`src/rtl/spit_pkg.sv`:
```
package spit_pkg;

  // Per-cycle link events derived from synchronised inputs
  typedef struct packed {
    logic sel_on;   // select just asserted
    logic sel_off;  // select just released
    logic smp;      // sample edge while selected
    logic shf;      // shift edge while selected
  } spit_ev_t;

  // Sampling happens on the rising edge when polarity equals phase
  function automatic logic smp_on_rise(input logic pol, input logic pha);
    return pol == pha;
  endfunction

endpackage

```
`src/rtl/spit_sync.sv`:
```
module spit_sync #(
  parameter int              W       = 1,
  parameter logic [W-1:0]    RST_VAL = '0
) (
  input  logic         clk,
  input  logic         rst_n,
  input  logic [W-1:0] d,
  output logic [W-1:0] q
);

  for (genvar i = 0; i < W; i++) begin : g_bit
    logic meta_q, stab_q;
    always_ff @(posedge clk or negedge rst_n) begin
      if (!rst_n) begin
        meta_q <= RST_VAL[i];
        stab_q <= RST_VAL[i];
      end else begin
        meta_q <= d[i];
        stab_q <= meta_q;
      end
    end
    assign q[i] = stab_q;
  end

endmodule

```
`src/rtl/spit_edge.sv`:
```
module spit_edge
  import spit_pkg::*;
(
  input  logic     clk,
  input  logic     rst_n,
  input  logic     sclk_s,
  input  logic     csn_s,
  input  logic     cpol,
  input  logic     cpha,
  output spit_ev_t ev
);

  logic sclk_q, csn_q;
  logic sclk_d, csn_d;
  logic rise, fall, sel_steady, rise_is_smp;

  always_comb begin
    sclk_d = sclk_s;
    csn_d  = csn_s;
  end

  always_ff @(posedge clk or negedge rst_n) begin
    if (!rst_n) begin
      sclk_q <= 1'b0;
      csn_q  <= 1'b1;
    end else begin
      sclk_q <= sclk_d;
      csn_q  <= csn_d;
    end
  end

  always_comb begin
    rise        = sclk_s & ~sclk_q;
    fall        = ~sclk_s & sclk_q;
    sel_steady  = ~csn_s & ~csn_q;
    rise_is_smp = smp_on_rise(cpol, cpha);
    ev.sel_on   = ~csn_s & csn_q;
    ev.sel_off  = csn_s & ~csn_q;
    ev.smp      = sel_steady & (rise_is_smp ? rise : fall);
    ev.shf      = sel_steady & (rise_is_smp ? fall : rise);
  end

endmodule

```
`src/rtl/spit_shift.sv`:
```
module spit_shift
  import spit_pkg::*;
#(
  parameter  int DATA_W = 8,
  parameter  int CNT_W  = 16,
  localparam int BIT_W  = $clog2(DATA_W)
) (
  input  logic              clk,
  input  logic              rst_n,
  input  logic              cpha,
  input  logic              mosi_s,
  input  spit_ev_t          ev,
  input  logic [DATA_W-1:0] tx_data,
  input  logic              tx_valid,
  output logic              tx_ready,
  output logic              miso,
  output logic              miso_oe,
  output logic [DATA_W-1:0] rx_data,
  output logic              rx_valid,
  output logic              rx_partial,
  output logic              txn_start,
  output logic              txn_end,
  output logic [CNT_W-1:0]  end_rx_bytes,
  output logic [BIT_W-1:0]  end_rx_bits,
  output logic [CNT_W-1:0]  end_tx_bytes
);

  localparam logic [BIT_W-1:0] LAST_BIT = BIT_W'(DATA_W - 1);
  localparam logic [BIT_W:0]   DW_V     = (BIT_W+1)'(DATA_W);

  logic [DATA_W-1:0] tx_sh_q, tx_sh_d, rx_sh_q, rx_sh_d, rxd_q, rxd_d;
  logic              tx_src_q, tx_src_d, oe_q, oe_d;
  logic              rxv_q, rxv_d, rxp_q, rxp_d, st_q, st_d, en_q, en_d;
  logic [BIT_W-1:0]  bit_q, bit_d, ebits_q, ebits_d;
  logic [CNT_W-1:0]  rxb_q, rxb_d, txb_q, txb_d, erxb_q, erxb_d, etxb_q, etxb_d;
  logic              first_bit, last_bit, load;
  logic [BIT_W:0]    sh_amt;

  always_comb begin
    first_bit = (bit_q == '0);
    last_bit  = (bit_q == LAST_BIT);
    load      = (ev.sel_on & ~cpha) | (ev.shf & first_bit);
    sh_amt    = DW_V - {1'b0, bit_q};

    tx_sh_d  = tx_sh_q;
    tx_src_d = tx_src_q;
    rx_sh_d  = rx_sh_q;
    bit_d    = bit_q;
    rxb_d    = rxb_q;
    txb_d    = txb_q;
    oe_d     = oe_q;
    rxd_d    = rxd_q;
    rxv_d    = 1'b0;
    rxp_d    = 1'b0;
    st_d     = 1'b0;
    en_d     = 1'b0;
    erxb_d   = erxb_q;
    ebits_d  = ebits_q;
    etxb_d   = etxb_q;

    if (ev.sel_on) begin
      bit_d    = '0;
      rxb_d    = '0;
      txb_d    = '0;
      st_d     = 1'b1;
      oe_d     = 1'b1;
      tx_src_d = 1'b0;
      tx_sh_d  = '1;
    end

    if (load) begin
      tx_sh_d  = tx_valid ? tx_data : '1;
      tx_src_d = tx_valid;
    end else if (ev.shf) begin
      tx_sh_d = {tx_sh_q[DATA_W-2:0], 1'b1};
    end

    if (ev.smp) begin
      rx_sh_d = {rx_sh_q[DATA_W-2:0], mosi_s};
      bit_d   = last_bit ? '0 : bit_q + BIT_W'(1);
      if (first_bit && tx_src_q) txb_d = txb_q + CNT_W'(1);
      if (last_bit) begin
        rxb_d = rxb_q + CNT_W'(1);
        rxv_d = 1'b1;
        rxd_d = {rx_sh_q[DATA_W-2:0], mosi_s};
      end
    end

    if (ev.sel_off) begin
      en_d    = 1'b1;
      oe_d    = 1'b0;
      erxb_d  = rxb_q;
      ebits_d = bit_q;
      etxb_d  = txb_q;
      if (!first_bit) begin
        rxv_d = 1'b1;
        rxp_d = 1'b1;
        rxd_d = rx_sh_q << sh_amt;
      end
    end
  end

  always_ff @(posedge clk or negedge rst_n) begin
    if (!rst_n) begin
      tx_sh_q  <= '1;
      tx_src_q <= 1'b0;
      rx_sh_q  <= '0;
      bit_q    <= '0;
      rxb_q    <= '0;
      txb_q    <= '0;
      oe_q     <= 1'b0;
      rxd_q    <= '0;
      rxv_q    <= 1'b0;
      rxp_q    <= 1'b0;
      st_q     <= 1'b0;
      en_q     <= 1'b0;
      erxb_q   <= '0;
      ebits_q  <= '0;
      etxb_q   <= '0;
    end else begin
      tx_sh_q  <= tx_sh_d;
      tx_src_q <= tx_src_d;
      rx_sh_q  <= rx_sh_d;
      bit_q    <= bit_d;
      rxb_q    <= rxb_d;
      txb_q    <= txb_d;
      oe_q     <= oe_d;
      rxd_q    <= rxd_d;
      rxv_q    <= rxv_d;
      rxp_q    <= rxp_d;
      st_q     <= st_d;
      en_q     <= en_d;
      erxb_q   <= erxb_d;
      ebits_q  <= ebits_d;
      etxb_q   <= etxb_d;
    end
  end

  assign tx_ready     = load;
  assign miso         = tx_sh_q[DATA_W-1];
  assign miso_oe      = oe_q;
  assign rx_data      = rxd_q;
  assign rx_valid     = rxv_q;
  assign rx_partial   = rxp_q;
  assign txn_start    = st_q;
  assign txn_end      = en_q;
  assign end_rx_bytes = erxb_q;
  assign end_rx_bits  = ebits_q;
  assign end_tx_bytes = etxb_q;


  partial_low_zero_chk: assert property (@(posedge clk) disable iff (!rst_n)
    (rxv_q && rxp_q) |-> ((DATA_W'(rxd_q << ebits_q) == '0) && (ebits_q != '0)));


  partial_at_end_chk: assert property (@(posedge clk) disable iff (!rst_n)
    (rxv_q && rxp_q) |-> en_q);


  count_clear_chk: assert property (@(posedge clk) disable iff (!rst_n)
    ev.sel_on |=> (bit_q == '0 && rxb_q == '0 && txb_q == '0));


  oe_drop_chk: assert property (@(posedge clk) disable iff (!rst_n)
    en_q |-> !oe_q);

endmodule

```
`src/rtl/spi_target.sv`:
```
module spi_target
  import spit_pkg::*;
#(
  parameter  int DATA_W = 8,
  parameter  int CNT_W  = 16,
  localparam int BIT_W  = $clog2(DATA_W)
) (
  input  logic              clk,
  input  logic              rst_n,
  input  logic              cpol,
  input  logic              cpha,
  input  logic              sclk,
  input  logic              cs_n,
  input  logic              mosi,
  output logic              miso,
  output logic              miso_oe,
  input  logic [DATA_W-1:0] tx_data,
  input  logic              tx_valid,
  output logic              tx_ready,
  output logic [DATA_W-1:0] rx_data,
  output logic              rx_valid,
  output logic              rx_partial,
  output logic              txn_start,
  output logic              txn_end,
  output logic [CNT_W-1:0]  end_rx_bytes,
  output logic [BIT_W-1:0]  end_rx_bits,
  output logic [CNT_W-1:0]  end_tx_bytes
);

  logic [1:0] rst_q;
  logic       rst_sn;
  logic [2:0] link_s;
  spit_ev_t   ev;

  // Reset: asserted asynchronously, released on the clock
  always_ff @(posedge clk or negedge rst_n) begin
    if (!rst_n) rst_q <= 2'b00;
    else        rst_q <= {rst_q[0], 1'b1};
  end
  assign rst_sn = rst_q[1];

  // bit 2: select (idles high), bit 1: serial clock, bit 0: inbound data
  spit_sync #(.W(3), .RST_VAL(3'b100)) u_sync (
    .clk   (clk),
    .rst_n (rst_sn),
    .d     ({cs_n, sclk, mosi}),
    .q     (link_s)
  );

  spit_edge u_edge (
    .clk    (clk),
    .rst_n  (rst_sn),
    .sclk_s (link_s[1]),
    .csn_s  (link_s[2]),
    .cpol   (cpol),
    .cpha   (cpha),
    .ev     (ev)
  );

  spit_shift #(.DATA_W(DATA_W), .CNT_W(CNT_W)) u_shift (
    .clk          (clk),
    .rst_n        (rst_sn),
    .cpha         (cpha),
    .mosi_s       (link_s[0]),
    .ev           (ev),
    .tx_data      (tx_data),
    .tx_valid     (tx_valid),
    .tx_ready     (tx_ready),
    .miso         (miso),
    .miso_oe      (miso_oe),
    .rx_data      (rx_data),
    .rx_valid     (rx_valid),
    .rx_partial   (rx_partial),
    .txn_start    (txn_start),
    .txn_end      (txn_end),
    .end_rx_bytes (end_rx_bytes),
    .end_rx_bits  (end_rx_bits),
    .end_tx_bytes (end_tx_bytes)
  );


  start_end_apart_chk: assert property (@(posedge clk) disable iff (!rst_sn)
    !(txn_start && txn_end));


  oe_with_start_chk: assert property (@(posedge clk) disable iff (!rst_sn)
    txn_start |-> miso_oe);

endmodule

```
`config.mk`:
```
export PLATFORM = sky130hd
export DESIGN_NAME = spi_target
export DESIGN_NICKNAME = d
export VERILOG_FILES = /design/src/rtl/spit_pkg.sv /design/src/rtl/spit_sync.sv /design/src/rtl/spit_edge.sv /design/src/rtl/spit_shift.sv /design/src/rtl/spi_target.sv
export SDC_FILE = /design/constraint.sdc
export NUM_CORES = 1
export LEC_CHECK = 0
export ABC_AREA = 1
export BUFFER_PORTS_ARGS = -buffer_cell sky130_fd_sc_hd__clkbuf_2
export CORE_MARGIN = 4
export CORE_UTILIZATION = 40
export CTS_BUF_LIST = sky130_fd_sc_hd__clkbuf_16
export DETAILED_ROUTE_END_ITERATION = 8
export GPL_ROUTABILITY_DRIVEN = 0
export HOLD_SLACK_MARGIN = 0.12
export PLACE_DENSITY = 0.61
export SLEW_MARGIN = 20
export SYNTH_ARGS = -nofsm -noshare
export SYNTH_HDL_FRONTEND = slang
export SYNTH_SLANG_ARGS = --single-unit
```
`constraint.sdc`:
```
create_clock -name clk -period 4 [get_ports clk]
set_input_delay 0.6 -clock clk [delete_from_list [all_inputs] [get_ports clk]]
set_output_delay 0.6 -clock clk [all_outputs]
set_load 0.02 [all_outputs]
```
Word level (Yosys, flattened, before mapping)
Index checks and enable logic that the tools add are counted.
Storage, ports and cells
  bits in registers: 110
  latch bits: 0
  RAM bits: 0
  memory bits (read-only): 0
  input bits: 16
  output and inout port bits: 50
  logic and storage cells: 83
  memories: 0
Operators by class
  add/sub/neg operators: 4
  multiply operators: 0
  divide/modulo/power cells: 0
  magnitude comparators: 0
  eq/ne operators: 2
  shifts and indexed selects: 1
  mux-type cells: 31
  bitwise logic cells: 15
  reductions and logical operators: 6
Operator list (number)
  2-to-1 mux 16 bit: 6
  2-to-1 mux 8 bit: 8
  adder 16 x 1 -> 16 bit, second input constant: 2
  2-to-1 mux 1 bit: 14
  bitwise AND 1 bit: 9
  2-to-1 mux 3 bit: 3
  << shifter 8 x 4 -> 8 bit: 1
  nonzero test 2 bit: 3
  inverter 1 bit: 5
  subtractor 4 x 3 -> 4 bit, first input constant: 1
  adder 3 x 1 -> 3 bit, second input constant: 1
  == test 3 bit, second input constant: 1
  zero test 3 bit: 1
  nonzero test 3 bit: 1
  == test 1 bit: 1
  logical AND 1 bit: 1
  bitwise OR 1 bit: 1

Depth between registers and ports, before layout
  depth in word-level cells: 7
  gate-level depth with buffers: 11
  mapped depth without buffers: 10

Cells and area by module
A second synthesis with hierarchy kept.
Unflattened totals
  cell total of the unflattened synthesis: 651
  area total of the unflattened synthesis: 5230.0 um2
Modules (own cells, without submodules)
  spit_shift: instances 1, cells each 611, area an instance 4849.7 um2, sequential area each 2512.4 um2
  spit_sync: instances 1, cells each 9, area an instance 175.2 um2, sequential area each 152.6 um2
  spit_edge: instances 1, cells each 28, area an instance 151.4 um2, sequential area each 51.3 um2
  spi_target: instances 1, cells each 3, area an instance 53.8 um2, sequential area each 50.0 um2

Worst setup path after synthesis
No wires, ideal clock.
  path kind: register -> output
  start point: register u_shift.bit_q[0]
  end point: output port tx_ready
  arrival time: 1.279 ns
  required time: 3.400 ns
  path slack: 2.121 ns
  stages on the path, launching flop included: 6
  buffers on the path: 0
  path through: dfrtp_1 inv_1 ha_1 ha_1 nand4_1 nand2_1
On the way
  longest elaborated chain between the ends: 3
RTL lines
  start, declared: line spit_shift.sv:34  | logic [BIT_W-1:0] bit_q, bit_d, ebits_q, ebits_d;
  start signal, assigned: line spit_shift.sv:124  | bit_q <= bit_d;
  zero test 3 bit: line spit_shift.sv:40  | first_bit = (bit_q == '0);
  bitwise AND 1 bit: line spit_shift.sv:42  | load = (ev.sel_on & ~cpha) | (ev.shf & first_bit);
  bitwise OR 1 bit: line spit_shift.sv:42
  end, declared: line spi_target.sv:19  | output logic tx_ready,
Every way passes these cells.

Worst setup path in the final report
Ends and elaborated chain as after synthesis.

==> results.md <==
- Timing would allow up to 0.365 GHz.
- The insertion delay to the later sink of the worst-skew pair is 0.35 ns.
- The final antenna-violating net count is 0.
- In this run, synthesis inferred 0 flip-flops with an integrated enable.
- The worst-case register-to-register setup slack is 1.64 ns.
- Headroom to the max-slew limit came out at 56.2%.
- The count of final hold-check violations is 0.
- The die covers 15900 um2.
- The maximum VDD drop is 0.000194 V.
- The post-place setup slack is 1.63 ns.
- In this run the standard cell core region covers 13500 um2.
- The type of the worst setup path is reg -> out.
- After synthesis, the mean cell area works out to 8.03 um2.
- The number of antenna cells inserted is 0.
- After synthesis the netlist holds a flip-flop and latch count of 110.
- The slowest library cell on the worst path is sky130_fd_sc_hd__dfrtp_1.
- Counting distinct cell types in the post-synthesis netlist gives 38.
- The buffers inserted during post-CTS setup optimization is 0.
- The signal on the critical path passes through inv_1 > ha_1 > ha_1 > nand4_1 > nand2_1 > clkbuf_2.
- For the pin with the worst max-slew slack, the measured transition is 0.656 ns.
- The worst stage delay on the critical path is 0.56 ns.
- The first global-routing pass estimated 21.5 mm of wire.
- The start point of the critical path is u_shift.bit_q[0].
- The register clock-pin slew on the reported worst setup and hold paths is 0.07 ns.
- The via count of the first global-routing pass is 4417.
- The reported leakage power is 3.16 nW.
- Entering global routing, the biggest net connects 49 pins.
- In this run the core area contains 42 standard-cell rows.
- Of the cells placed in the final design, the portion with a size suffix greater than 1 is 17.2%.
- The die outline width is 126 um.
- The total global routing track utilization is 16.4%.
- The cell type with the largest total area after synthesis is sky130_fd_sc_hd__dfrtp_1.
- The startpoint identified for the worst hold timing path is cs_n.
- Setup slack on the critical path of the routed design comes to 1.26 ns.
- At the worst endpoint, the required time is 3.40 ns.
- The most used flip-flop cell after synthesis is sky130_fd_sc_hd__dfrtp_1.
- The tool flagged a number of max-cap violations equal to 0.
- The fraction of registers with async set/reset is 100%.
- The kind of end point of the critical path is an output pin.
- The combined area of all synthesized cells is 5560 um2.
- The number of clock sinks is 110.
- Setup repair after global routing left no endpoint under its margin.
- The finished layout cell area is 6280 um2.
- For this design the ratio of total power to cell area is 402 nW/um2.
- The synthesized netlist net count is 718.
- Hold timing on the final database bottoms out at a slack of 0.329 ns.
- For the finished layout, the period the worst path requires is 2.74 ns.
- The final setup skew is 0.0106 ns.
- The worst register-to-register path begins at u_shift.bit_q[0].
- Data on the critical path arrives at its endpoint at 2.14 ns.
- The buffer levels on the longest clock path is 2.
- In the finished design, the share of the clock period the worst path needs comes to 68.5%.
- Sorting the synthesized cells by area gives the leading types as sky130_fd_sc_hd__dfrtp_1 (45%), sky130_fd_sc_hd__nand2_1 (15%), sky130_fd_sc_hd__nand3_1 (5.7%), sky130_fd_sc_hd__dfstp_2 (5.2%), sky130_fd_sc_hd__inv_1 (4.1%).
- The total wire length after detailed routing is 12.6 mm.
- The clock tree root driver cell is sky130_fd_sc_hd__clkbuf_16.
- In this run the vertical extent of the chip is 126 um.
- The initial antenna violation count came to 0.
- The number of cells on the worst reg-to-reg path is 9.
- The DRC violation total after the first TritonRoute iteration is 321.
- The final number of max-transition violations came to 0.
- The area share of the largest cell type after synthesis is 44.5%.
- The endpoint identified for the worst register-to-register timing path is u_shift.txb_q[13].
- The number of gates resized after CTS was 0.
- The setup total negative slack is 0 ns.
- The final route contains 4618 vias.
- The flow ran to the end, and the final reports show no timing, DRC or antenna violations.
- The first detailed-routing pass took 5 iterations.
- The path class of the tightest hold or removal check is in -> reg.
- The number of top-level design ports is 66.
- Setup violations remaining at the end of the flow were counted as 0.
- The worst setup path is launched from a flop.
- The largest driver fanout on the critical path is 15.
- Ranked by instance count, the synthesized netlist is headed by sky130_fd_sc_hd__nand2_1 (225), sky130_fd_sc_hd__dfrtp_1 (99), sky130_fd_sc_hd__nand3_1 (63), sky130_fd_sc_hd__inv_1 (61), sky130_fd_sc_hd__nor2_1 (58).
- The area growth from synthesis to layout is 12.8%.
- The wire length per cell after detailed routing is 13.6 um.
- After the last flow step, the layout net total stands at 773.
- The depth of the worst hold-timing path is 1.
- The number of port buffers is 65.
- The average via count per standard cell is 4.98.
- The HPWL after detailed placement is 9.01 mm.
- The final cell utilization of the core is 46.7%.
- The most used standard cell by instance count after synthesis is sky130_fd_sc_hd__nand2_1.
- The library cell appearing most often on the critical path is sky130_fd_sc_hd__ha_1.
- The overflow left after global routing is 0.
- The H-tree was split into 3 levels.
- After clock tree synthesis, the flow added hold-fix buffers numbering 1.
- The total of warnings raised by yosys is 0.
- TritonCTS built the clock tree.
- In the routed design, unresolved DRC markers number 0.
- After detailed placement, the total cell area comes to 6010 um2.
- The capture endpoint of the worst hold path is u_sync.g_bit[2].meta_q.
- The TritonCTS buffer count is 9.
- Synthesis produced a netlist whose cell count is 693.
- The starting density of the core is 41.4%.
- The share of the yosys chip area belonging to registers is 49.7%.
-- where the power goes --
part | switching (mW) | internal (mW)
logic | 0.296 | 0.135
registers | 0.0718 | 1.22
clock network | 0.390 | 0.411
-- sequential cells by signal, summed over array words and instances (netlist names) --
register and flops:
u_shift.end_rx_bytes 16, u_shift.end_tx_bytes 16, u_shift.rxb_q 16, u_shift.txb_q 16
u_shift.rx_data 8, u_shift.rx_sh_q 8, u_shift.tx_sh_q 8, u_shift.bit_q 3
u_shift.end_rx_bits 3, u_sync.g_bit.meta_q 3, u_sync.g_bit.stab_q 3, rst_q 2
u_edge.csn_q 1, u_edge.sclk_q 1, u_shift.miso_oe 1, u_shift.rx_partial 1
u_shift.rx_valid 1, u_shift.tx_src_q 1, u_shift.txn_end 1, u_shift.txn_start 1
-- cells by family after synthesis --
kind of cell,after synthesis,synth area share [%]
xor+xnor,11,1.73
buf+inv,91,6.77
flops,110,49.7
other cells,1,0.0674
fa+ha+maj,9,2.02
mux,17,3.44
compound gates,76,7.31
simple gates,378,28.9
-- routing by layer --
layer | track usage (%) | part of all wire, % | vias to the layer above | wire length [um]
li1 | - | - | 2336 | -
met1 | 21.9 | 48 | 2190 | 6030
met2 | 26.6 | 47 | 80 | 5890
met3 | 4.61 | 4.4 | 12 | 554
met4 | 3.97 | 1.2 | 0 | 155
met5 | 0 | 0 | - | 0
-- critical path: cells and delay by family, from the launching register on --
kind / cells / cell delay, ns
adders and majority gates: 2 / 0.46
buffers and inverters: 2 / 0.43
DFF: 1 / 0.56
and+or+nand+nor: 2 / 0.34
-- final cells by class --
type                       instances  area, um2
clock buffer                       9        225
clock inverter                     6       30.0
fill                            1362       7180
inverter                          66        250
multi-input combinational        492       2420
sequential                       110       2770
tap                              176        220
timing repair buffer              69        358
-- layout by cell type (no fill, tap or decap), drive strengths merged --
master	n
nand2	229
nor2	60
inv	66
conb	1
dlygate4sd3	1
xnor2	5
nor4	1
nor3	8
clkinv	5
xor2	6
a21oi	24
o211ai	4
ha	9
nand3	65
dfstp	11
a22oi	1
o21ai	46
clkbuf	74
clkinvlp	1
nand3b	1
dfrtp	99
mux2	17
o22ai	1
buf	3
nand4	14
-- worst max-delay path by stage --
stage	to	slack [ns]	cells after the start
final	tx_ready	1.26	6
after global routing	tx_ready	1.08	6
after CTS	tx_ready	1.24	6
after detailed placement	tx_ready	1.63	6
after global placement	tx_ready	1.70	6
after floorplan	u_edge.sclk_q	0.73	0
-- through the flow --
| step | total power, mW | cells |
|---|---|---|
| global route | 2.67 | 928 |
| finish | 2.52 | 928 |
| CTS | 2.56 | 928 |
| floorplan | 1.60 | 693 |
| global placement | 1.73 | 912 |
| detailed placement | 1.74 | 912 |
Power figures use the tool's default switching activity.
